$ cat src/rtl/spi_rx_pkg.sv
package spi_rx_pkg;
  localparam int CMD_W  = 4;
  localparam int ADDR_W = 4;
  localparam int DATA_W = 8;
  localparam int WORD_W = CMD_W + ADDR_W + DATA_W;
  localparam int CNT_W  = $clog2(WORD_W);
  localparam int NIB_W  = $clog2(CMD_W);

  typedef enum logic [CMD_W-1:0] {
    OP_NOP      = 4'h0,
    OP_WR_STORE = 4'h3,
    OP_RD_WORK  = 4'h9,
    OP_RD_STORE = 4'hA,
    OP_WR_WORK  = 4'hB
  } op_e;

  typedef struct packed {
    logic [CMD_W-1:0]  op;
    logic [ADDR_W-1:0] addr;
    logic [DATA_W-1:0] data;
  } frame_t;
endpackage

$ cat src/rtl/spi_rx_sync.sv
module spi_rx_sync #(
  parameter int         W       = 3,
  parameter logic [W-1:0] RST_VAL = '0
) (
  input  logic         clk,
  input  logic         rst_n,
  input  logic [W-1:0] d,
  output logic [W-1:0] q
);
  logic [W-1:0] stage1;

  for (genvar i = 0; i < W; i++) begin : g_bit
    always_ff @(posedge clk or negedge rst_n) begin
      if (!rst_n) begin
        stage1[i] <= RST_VAL[i];
        q[i]      <= RST_VAL[i];
      end else begin
        stage1[i] <= d[i];
        q[i]      <= stage1[i];
      end
    end
  end
endmodule

$ cat src/rtl/spi_rx_shifter.sv
module spi_rx_shifter
  import spi_rx_pkg::*;
(
  input  logic              clk,
  input  logic              rst_n,
  input  logic              cs_act,
  input  logic              cs_fall,
  input  logic              cs_rise,
  input  logic              sclk_rise,
  input  logic              sclk_fall,
  input  logic              din,
  input  logic              clr,
  input  logic              ld,
  input  logic [WORD_W-1:0] ld_word,
  output logic [WORD_W-1:0] sr,
  output logic [CNT_W-1:0]  cnt,
  output logic              any_clk,
  output logic              dout,
  output logic              dout_en
);
  logic [WORD_W-1:0] sr_n;
  logic [CNT_W-1:0]  cnt_n;
  logic              any_n, dout_n;

  always_comb begin
    sr_n   = sr;
    cnt_n  = cnt;
    any_n  = any_clk;
    dout_n = dout;
    if (cs_fall) begin
      cnt_n  = '0;
      any_n  = 1'b0;
      dout_n = sr[WORD_W-1];
    end else if (cs_act && sclk_rise) begin
      sr_n   = {sr[WORD_W-2:0], din};
      cnt_n  = cnt + 1'b1;
      any_n  = 1'b1;
    end else if (cs_act && sclk_fall) begin
      dout_n = sr[WORD_W-1];
    end
    if (cs_rise) begin
      if (ld)       sr_n = ld_word;
      else if (clr) sr_n = '0;
    end
  end

  always_ff @(posedge clk or negedge rst_n) begin
    if (!rst_n) begin
      sr      <= '0;
      cnt     <= '0;
      any_clk <= 1'b0;
      dout    <= 1'b0;
      dout_en <= 1'b0;
    end else begin
      sr      <= sr_n;
      cnt     <= cnt_n;
      any_clk <= any_n;
      dout    <= dout_n;
      dout_en <= cs_act;
    end
  end

  // line released one cycle after select goes inactive
  a_r7_release: assert property (@(posedge clk) disable iff (!rst_n)
    !cs_act |=> !dout_en);
  // shift register moves only on a rising serial edge or at frame end
  a_r3_hold: assert property (@(posedge clk) disable iff (!rst_n)
    (!(cs_act && sclk_rise) && !cs_rise) |=> $stable(sr));
endmodule

$ cat src/rtl/spi_rx_frame.sv
module spi_rx_frame
  import spi_rx_pkg::*;
(
  input  logic              clk,
  input  logic              rst_n,
  input  logic              cs_rise,
  input  logic              any_clk,
  input  logic [CNT_W-1:0]  cnt,
  input  frame_t            sr,
  input  logic [DATA_W-1:0] rd_val,
  output logic [ADDR_W-1:0] rd_addr,
  output logic              rd_store,
  output logic              ld,
  output logic [WORD_W-1:0] ld_word,
  output logic              clr,
  output logic              cmd_vld,
  output frame_t            cmd_word
);
  frame_t last, exec;
  logic   have_last, good, replay, fire, is_rd;
  logic   last_en, word_en;

  always_comb begin
    good     = any_clk && (cnt == '0);
    replay   = !any_clk && have_last;
    fire     = cs_rise && (good || replay);
    exec     = good ? sr : last;
    is_rd    = (exec.op == OP_RD_WORK) || (exec.op == OP_RD_STORE);
    rd_addr  = exec.addr;
    rd_store = (exec.op == OP_RD_STORE);
    ld       = fire && is_rd;
    ld_word  = {exec.op, exec.addr, rd_val};
    clr      = cs_rise && any_clk && (cnt[NIB_W-1:0] != '0);
    last_en  = cs_rise && good;
    word_en  = fire;
  end

  always_ff @(posedge clk or negedge rst_n) begin
    if (!rst_n) begin
      last      <= '0;
      have_last <= 1'b0;
      cmd_word  <= '0;
      cmd_vld   <= 1'b0;
    end else begin
      cmd_vld <= fire;
      if (last_en) begin
        last      <= sr;
        have_last <= 1'b1;
      end
      if (word_en) cmd_word <= exec;
    end
  end

  // strobe is a single cycle and always follows a select release
  a_r2_single: assert property (@(posedge clk) disable iff (!rst_n)
    cmd_vld |=> !cmd_vld);
  a_r2_after_rise: assert property (@(posedge clk) disable iff (!rst_n)
    cmd_vld |-> $past(cs_rise));
  // no replay before a first valid frame
  a_r6_no_early: assert property (@(posedge clk) disable iff (!rst_n)
    (cs_rise && !any_clk && !have_last) |=> !cmd_vld);
  // a clockless pulse reissues the stored word
  a_r5_replay: assert property (@(posedge clk) disable iff (!rst_n)
    (cs_rise && !any_clk && have_last) |=> (cmd_vld && cmd_word == $past(last)));
endmodule

$ cat src/rtl/spi_rx_regstub.sv
module spi_rx_regstub
  import spi_rx_pkg::*;
#(
  parameter int NREG = 2
) (
  input  logic              clk,
  input  logic              rst_n,
  input  logic              wr_vld,
  input  frame_t            word,
  input  logic [ADDR_W-1:0] rd_addr,
  input  logic              rd_store,
  output logic [DATA_W-1:0] rd_val
);
  logic [NREG-1:0][DATA_W-1:0] wk, st;

  for (genvar i = 0; i < NREG; i++) begin : g_reg
    logic wk_en, st_en;
    assign wk_en = wr_vld && (word.op == OP_WR_WORK)  && (word.addr == ADDR_W'(i));
    assign st_en = wr_vld && (word.op == OP_WR_STORE) && (word.addr == ADDR_W'(i));
    always_ff @(posedge clk or negedge rst_n) begin
      if (!rst_n) begin
        wk[i] <= '0;
        st[i] <= '0;
      end else begin
        if (wk_en) wk[i] <= word.data;
        if (st_en) st[i] <= word.data;
      end
    end
  end

  always_comb begin
    rd_val = '0;
    for (int i = 0; i < NREG; i++) begin
      if (rd_addr == ADDR_W'(i)) rd_val = rd_store ? st[i] : wk[i];
    end
  end

  // a no-operation leaves every register untouched
  a_r9_nop_hold: assert property (@(posedge clk) disable iff (!rst_n)
    (wr_vld && word.op == OP_NOP) |=> ($stable(wk) && $stable(st)));
endmodule

$ cat src/rtl/spi_frame_rx.sv
module spi_frame_rx
  import spi_rx_pkg::*;
#(
  parameter int NREG = 2
) (
  input  logic              sys_clk,
  input  logic              sys_rst_n,
  input  logic              ser_clk,
  input  logic              ser_sel_n,
  input  logic              ser_in,
  output logic              ser_out,
  output logic              ser_out_en,
  output logic              cmd_vld,
  output logic [CMD_W-1:0]  cmd_code,
  output logic [ADDR_W-1:0] cmd_addr,
  output logic [DATA_W-1:0] cmd_data
);
  logic [1:0] rst_pipe;
  logic       rst_n_i;

  always_ff @(posedge sys_clk or negedge sys_rst_n) begin
    if (!sys_rst_n) rst_pipe <= 2'b00;
    else            rst_pipe <= {rst_pipe[0], 1'b1};
  end
  assign rst_n_i = rst_pipe[1];

  logic [2:0] sync_q;
  logic       sel_s, sclk_s, din_s, sel_d, sclk_d;

  spi_rx_sync #(.W(3), .RST_VAL(3'b100)) u_sync (
    .clk(sys_clk), .rst_n(rst_n_i),
    .d({ser_sel_n, ser_clk, ser_in}), .q(sync_q)
  );
  assign {sel_s, sclk_s, din_s} = sync_q;

  always_ff @(posedge sys_clk or negedge rst_n_i) begin
    if (!rst_n_i) begin
      sel_d  <= 1'b1;
      sclk_d <= 1'b0;
    end else begin
      sel_d  <= sel_s;
      sclk_d <= sclk_s;
    end
  end

  logic cs_act, cs_fall, cs_rise, sclk_rise, sclk_fall;
  assign cs_act    = !sel_s;
  assign cs_fall   = !sel_s && sel_d;
  assign cs_rise   = sel_s && !sel_d;
  assign sclk_rise = sclk_s && !sclk_d;
  assign sclk_fall = !sclk_s && sclk_d;

  logic [WORD_W-1:0] sr, ld_word;
  logic [CNT_W-1:0]  cnt;
  logic              any_clk, clr, ld, rd_store;
  logic [ADDR_W-1:0] rd_addr;
  logic [DATA_W-1:0] rd_val;
  frame_t            cmd_word;

  spi_rx_shifter u_shift (
    .clk(sys_clk), .rst_n(rst_n_i), .cs_act(cs_act), .cs_fall(cs_fall),
    .cs_rise(cs_rise), .sclk_rise(sclk_rise), .sclk_fall(sclk_fall),
    .din(din_s), .clr(clr), .ld(ld), .ld_word(ld_word), .sr(sr),
    .cnt(cnt), .any_clk(any_clk), .dout(ser_out), .dout_en(ser_out_en)
  );

  spi_rx_frame u_frame (
    .clk(sys_clk), .rst_n(rst_n_i), .cs_rise(cs_rise), .any_clk(any_clk),
    .cnt(cnt), .sr(sr), .rd_val(rd_val), .rd_addr(rd_addr),
    .rd_store(rd_store), .ld(ld), .ld_word(ld_word), .clr(clr),
    .cmd_vld(cmd_vld), .cmd_word(cmd_word)
  );

  spi_rx_regstub #(.NREG(NREG)) u_regs (
    .clk(sys_clk), .rst_n(rst_n_i), .wr_vld(cmd_vld), .word(cmd_word),
    .rd_addr(rd_addr), .rd_store(rd_store), .rd_val(rd_val)
  );

  assign cmd_code = cmd_word.op;
  assign cmd_addr = cmd_word.addr;
  assign cmd_data = cmd_word.data;

  // while select is inactive for two cycles the line is released
  a_r7_quiet: assert property (@(posedge sys_clk) disable iff (!rst_n_i)
    (sel_s && sel_d) |-> !ser_out_en);
endmodule

$ cat config.mk
export PLATFORM = sky130hd
export DESIGN_NAME = spi_frame_rx
export DESIGN_NICKNAME = d
export VERILOG_FILES = /design/src/rtl/spi_rx_pkg.sv /design/src/rtl/spi_rx_sync.sv /design/src/rtl/spi_rx_shifter.sv /design/src/rtl/spi_rx_frame.sv /design/src/rtl/spi_rx_regstub.sv /design/src/rtl/spi_frame_rx.sv
export SDC_FILE = /design/constraint.sdc
export NUM_CORES = 1
export LEC_CHECK = 0
export BUFFER_PORTS_ARGS = -buffer_cell sky130_fd_sc_hd__buf_2
export CAP_MARGIN = 10
export CORE_MARGIN = 8
export CORE_UTILIZATION = 35
export CTS_CLUSTER_DIAMETER = 40
export DETAILED_ROUTE_END_ITERATION = 16
export SLEW_MARGIN = 25
export SYNTH_ARGS = -nofsm -noshare
export SYNTH_HDL_FRONTEND = slang
export SYNTH_SLANG_ARGS = --single-unit
export TNS_END_PERCENT = 10
$ cat constraint.sdc
create_clock -name sys_clk -period 4.15 [get_ports sys_clk]
set_input_delay 0.415 -clock sys_clk [delete_from_list [all_inputs] [get_ports sys_clk]]
set_output_delay 0.415 -clock sys_clk [all_outputs]
set_load 0.005 [all_outputs]
==> results of run 1 <==
==> final cells by class <==
type	count	area, µm²	area share
flip-flops and latches	99	2480	0.500
multi-input cells	203	1770	0.356
clock buffers	10	229	0.0461
well taps	168	210	0.0423
repair buffers	28	155	0.0312
clock inverters	6	93.8	0.0189
inverters	7	26.3	0.00529
==> cell families after synthesis <==
| kind of cell | share of synthesized area |
|---|---|
| buf+inv | 0.0242 |
| compound gates | 0.0586 |
| flops | 0.572 |
| xor+xnor | 0.00404 |
| simple gates | 0.0842 |
| fa+ha+maj | 0.00577 |
| mux | 0.250 |
| other cells | 0.000864 |
==> how the worst max path moves through the flow <==
stage	end	slack (ps)	cells past startpoint
floorplan	sclk_d$_DFF_PN0_	1190	0
global placement	u_shift.sr[0]$_DFF_PN0_	1310	7
detailed placement	u_shift.sr[3]$_DFF_PN0_	1180	7
CTS	u_shift.sr[3]$_DFF_PN0_	1180	7
global route	u_shift.sr[3]$_DFF_PN0_	1040	7
finish	u_shift.sr[3]$_DFF_PN0_	1200	7
==> through the flow <==
| stage | setup WS, ps | hold WS (ps) | instance area [µm²] | util |
|---|---|---|---|---|
| final | 1200 | 177 | 4970 | 0.412 |
| after global routing | 1040 | 164 | 4970 | 0.412 |
| after CTS | 1180 | 164 | 4970 | 0.412 |
| after detailed placement | 1180 | 200 | 4630 | 0.384 |
| after global placement | 1310 | 199 | 4630 | 0.384 |
| after floorplan | 1190 | 119 | 4340 | - |
==> critical path: stages, from the launching register on <==
cell and delay [ps]:
dfrtp_1 420, inv_1 90, ha_1 170, nor4bb_4 470, buf_4 400, mux2i_2 700
mux4_2 410, o2bb2ai_1 150
==> power by group through the flow <==
stage	registers [W]	logic [W]	clock network [W]
final	0.00113	0.000209	0.000897
after global routing	0.00115	0.000238	0.000953
after CTS	0.00114	0.000215	0.000922
after detailed placement	0.00115	0.000214	0
after global placement	0.00115	0.000209	0
after floorplan	0.00113	0.000136	0
==> cells in the mapped netlist (all sizes together) <==
cell	number	area, µm²
and4bb	1	12.5
nor3	5	40.0
conb	1	3.75
xor2	2	17.5
a31oi	1	6.26
dfrtp	96	2400
nor2	15	56.3
o22ai	4	25.0
or4	1	7.51
nand3	3	15.0
mux4	8	180
mux2	54	612
a22oi	2	15.0
nor4bb	5	56.3
nand2b	2	12.5
ha	2	25.0
dfstp	3	78.8
nand2	22	82.6
a41oi	1	8.76
clkbuf	3	11.3
nand4b	1	8.76
o21ai	19	95.1
nor2b	5	31.3
nor4b	2	17.5
and2	1	6.26
clkinv	1	3.75
mux2i	29	294
inv	6	22.5
a21oi	6	33.8
or3	1	6.26
o2bb2ai	8	70.1
buf	10	67.6
nand4	2	12.5
==> flip-flops by register name, summed over array words and instances (netlist names) <==
name and flops:
u_shift.cnt 4, u_sync.q 3, u_frame.last 16, u_regs.wk 16, u_shift.dout 1, u_frame.have_last 1
u_shift.any_clk 1, u_frame.cmd_vld 1, sel_d 1, u_frame.cmd_word 16, u_shift.dout_en 1, u_sync.stage1 3
u_shift.sr 16, rst_pipe 2, sclk_d 1, u_regs.st 16
==> what timing repair did <==
action                                 CTS  global route
gates resized for setup                  0             0
endpoints found under the hold margin    2             0
hold buffers                             1             0
setup endpoints to repair                0             0
==> routing by layer <==
layer / wire, µm / vias up / part of all wire
li1: - / 1223 / -
met1: 3990 / 1307 / 0.47
met2: 4140 / 32 / 0.49
met3: 231 / 8 / 0.027
met4: 101 / 0 / 0.012
met5: 0 / - / 0
==> metrics.txt, run 1 <==
RR Endpoint u_shift.sr[3]$_DFF_PN0_; Port Buf Inserts 23; first-pass GRT wire length 14.1 mm; most common cell after layout, fill and taps aside dfrtp_1; minimum clock period 2950 ps; Longest Clk Path Bufs 2; CTS tree built; CP Max Fanout 17; switching share of power 0.250; n_diodes 0; Sink Count 99; Starting Density 0.360; DRC violations left 0; synth-to-layout area growth 14.5%; layout cells sized above 1 0.329; GRT Total Usage 0.111; P_leak 2.28 nW; Fillers 1,140; unrepaired setup endpoints after global routing false; M3 GR Usage 0.0279; Pwr per Cell Area 451 mW/mm²; Clock Latency Late Sink 340 ps; Die Ht 127 µm; Total Nets Final 355; Initial DRC Count 168; met1 usage 0.138; ANT nets after route 0; Total Power 0.00224 W; CP Data Arrival Time 3160 ps; YS warnings 0; library cells used by synthesis 40; Mapped Area 0.00434 mm²; proportion of power drawn by flip-flops and latches 0.506; min-delay src ser_sel_n; core area 0.0121 mm²; Crit. Startpoint u_shift.cnt[1]$_DFFE_PN0P_; DP Cell Count 504; pin count of the biggest net entering global routing 69; GR Overflow Total 0; internal power 0.00168 W; reg2reg path depth 7; maximum VDD drop 0.000243 V; post-DR wirelength/cell 16.2 µm; post-synthesis net count 329; Slew Viols, Final 0; RD Place Congestion 0.784; CTS Buf Count 9; #FFs+latches synth 99; reg-to-reg critical path startpoint u_shift.cnt[1]$_DFFE_PN0P_; net switching component of the power 0.000559 W; worst reg-to-reg setup slack 1200 ps; maximum clock frequency 339 MHz; sequential area share after synthesis 0.572; CP Class flop to flop; Top Usage Layer GRT met2; detailed-placement wirelength estimate 5.67 mm; final cycle utilization of the critical path 0.711; Max-slew headroom 0.417; DR pass1 iterations 4; Die ar. 0.0162 mm²; Worst Skew 7.67 ps; final std cells w/o fill 521; Final Hold Fails 0; Avg Cell Area, Syn 13.5 µm²; antenna violations before repair 0; Hold EP u_sync.stage1[2]$_DFF_PN1_; CTS clock-pin slew for the worst setup and hold paths 70 ps; met2 Use GR 0.184; Vias 2,570; Die X 127 µm; # IOs 24; Avg Vias per Cell 4.93; Cells after Synth 322; overall routed net length 8.46 mm; H-tree Lvls 3; Tightest Pin Transition 862 ps; Setup Buffers After CTS 0; Req. time, crit path 4360 ps; clock power share 0.400; hold path depth 1; Comb power frac 0.093; Setup-failing EPs final 0; CP endpoint kind flop; # rows 40; startpoint types flop; most frequent cells in the layout dfrtp_1 (95), mux2_2 (53), mux2i_1 (28); status completed; setup TNS 0 ps; max_cap viols 0; vias in the first global route 2,780; CTS Root Cell clkbuf_16; hold crit path type primary input to flop
(Power assumes the default switching activity.)
==> inputs of run 2 (changes only) <==
==> constraint.sdc (replaced) <==
create_clock -name sys_clk -period 2.65 [get_ports sys_clk]
set_input_delay 0.265 -clock sys_clk [delete_from_list [all_inputs] [get_ports sys_clk]]
set_output_delay 0.265 -clock sys_clk [all_outputs]
set_load 0.005 [all_outputs]
==> metrics.txt, run 2 (synthesis results as in run 1) <==
Final Hold Fails 0 (unchanged); switching share of power 0.251 (+0.00102); Resize count post-CTS 0 (unchanged); Vias 2,619 (+1.9%); layout cells sized above 1 0.347 (+0.0185); Die X 127 µm (unchanged); H-tree Lvls 3 (unchanged); Setup Buffers After CTS 0 (unchanged); vias in the first global route 2,795 (+0.54%); CP max stage delay 430 ps (-270 ps); Setup-failing EPs final 0 (unchanged); synth-to-layout area growth 16.0%; Worst Skew 7.53 ps (-0.135 ps); GR Overflow Total 0 (unchanged); post-DR wirelength/cell 16.4 µm (+0.79%); most common cell after layout, fill and taps aside dfrtp_1; net switching component of the power 0.000858 W (+53%); first-pass GRT wire length 14.6 mm (+3.2%); internal power 0.00257 W (+53%); status completed; hold bufs inserted after CTS 1 (unchanged); final std cells w/o fill 531 (+1.9%); Die Ht 127 µm (unchanged); GRT Total Usage 0.117 (+0.00553); Max-slew headroom 0.566 (+0.148); Top Usage Layer GRT met2; delay-heaviest family, CP simple AND/OR/NAND/NOR gates; overall routed net length 8.70 mm (+2.7%); most frequent cells in the layout dfrtp_1 (95), mux2_2 (53), mux2i_1 (28); Req. time, crit path 2860 ps (-1500 ps); Longest Clk Path Bufs 2 (unchanged); Starting Density 0.360 (unchanged); CTS Buf Count 9 (unchanged); antenna violations before repair 0 (unchanged); clock power share 0.384 (-0.016); CP endpoint kind flop; worst reg-to-reg setup slack 380 ps (-820 ps); minimum clock period 2270 ps (-681 ps); crit-path cells inv_1, ha_1, nor4bb_4, buf_4, nand4_1, nand2_1, o21ai_0; detailed-placement wirelength estimate 5.84 mm (+3.0%); CTS tree built; DRC violations left 0 (unchanged); Total Nets Final 365 (+2.8%); setup TNS 0 ps (unchanged); Total Power 0.00342 W (+53%); Comb power frac 0.099 (+0.006); CTS Root Cell clkbuf_16; unrepaired setup endpoints after global routing false; final cycle utilization of the critical path 0.857 (+0.146); Avg Vias per Cell 4.93 (about the same); n_diodes 0 (unchanged); met1 usage 0.133 (-0.00497); Sink Count 99 (unchanged); P_leak 2.32 nW (+1.8%); CP Data Arrival Time 2480 ps (-680 ps); Slew Viols, Final 0 (unchanged); # IOs 24 (unchanged); DP Cell Count 514 (+2.0%); RD Place Congestion 0.844 (+7.6%); core area 0.0121 mm² (unchanged); max_cap viols 0 (unchanged); WP buf/inv 2 (unchanged); proportion of power drawn by flip-flops and latches 0.517 (+0.011); M3 GR Usage 0.0408 (+0.0129); maximum VDD drop 0.000532 V (+120%); ANT nets after route 0 (unchanged); CP Max Fanout 12 (-5); Worst path slowest cell nor4bb_4; hold crit path type primary input to flop; Clock Latency Late Sink 350 ps (about the same); Pwr per Cell Area 680 mW/mm² (+51%); startpoint types flop; hold_ws 16.4 ps (-161 ps); CTS clock-pin slew for the worst setup and hold paths 70 ps (about the same); met2 Use GR 0.201 (+0.0166); Port Buf Inserts 23 (unchanged); Tightest Pin Transition 652 ps (-210 ps); DR pass1 iterations 4 (unchanged); pin count of the biggest net entering global routing 50 (-28%); # rows 40 (unchanged); CP Class flop to flop; Initial DRC Count 75 (-55%); maximum clock frequency 440 MHz (+30%); Die ar. 0.0162 mm² (unchanged)
## run 2: cell count changes in the layout (fill, tap and decap cells not counted), sizes merged
cell,change
clkbuf,+1
inv,-2
clkinvlp,+1
bufinv,-1
buf,+10
clkinv,+1
## run 2: final timing paths
check                                            from                         end  cells past startpoint
setup / recovery           u_shift.cnt[1]$_DFFE_PN0P_    u_shift.sr[13]$_DFF_PN0_                      7
hold / removal                              ser_sel_n  u_sync.stage1[2]$_DFF_PN1_                      1
setup reg to reg           u_shift.cnt[1]$_DFFE_PN0P_    u_shift.sr[13]$_DFF_PN0_                      7
hold reg to reg                 rst_pipe[1]$_DFF_PN0_   u_regs.st[14]$_DFFE_PN0P_                      0
max in group asynchronous       rst_pipe[1]$_DFF_PN0_             sel_d$_DFF_PN1_                      1
min in group asynchronous                   sys_rst_n       rst_pipe[1]$_DFF_PN0_                      2
## run 2: layer usage
layer,part of all wire,wire (µm)
met1,0.44,3850
met2,0.51,4400
met3,0.037,323
met4,0.014,118
met5,0,0
## run 2: stage by stage
step / utilization / setup WS (ps) / cell area, µm²
global placement: 0.391 / 412 / 4720
global route: 0.417 / 194 / 5030
finish: 0.417 / 378 / 5030
CTS: 0.417 / 351 / 5030
floorplan: - / 573 / 4340
detailed placement: 0.391 / 367 / 4720
## run 2: worst reg2reg max path: stages (launching register included)
cell and delay [ps]:
dfrtp_1 410, inv_1 90, ha_1 160, nor4bb_4 430, buf_4 270, nand4_1 170
nand2_1 430, o21ai_0 170
## run 2: cell type report
class / instances / area (µm²)
Fill cell: 1145 / 7030
Sequential cell: 99 / 2480
Multi-Input combinational cell: 203 / 1770
Clock buffer: 11 / 243
Timing Repair Buffer: 38 / 243
Tap cell: 168 / 210
Clock inverter: 5 / 60.1
Inverter: 7 / 26.3
## run 2: power by group through the flow
| stage | Sequential, W | Combinational [W] | Clock [W] |
|---|---|---|---|
| 2_1_floorplan | 0.00178 | 0.000213 | 0 |
| 3_3_place_gp | 0.00180 | 0.000342 | 0 |
| 3_5_place_dp | 0.00180 | 0.000348 | 0 |
| 4_1_cts | 0.00177 | 0.000348 | 0.00136 |
| 5_1_grt | 0.00180 | 0.000384 | 0.00141 |
| 6_report | 0.00177 | 0.000340 | 0.00132 |
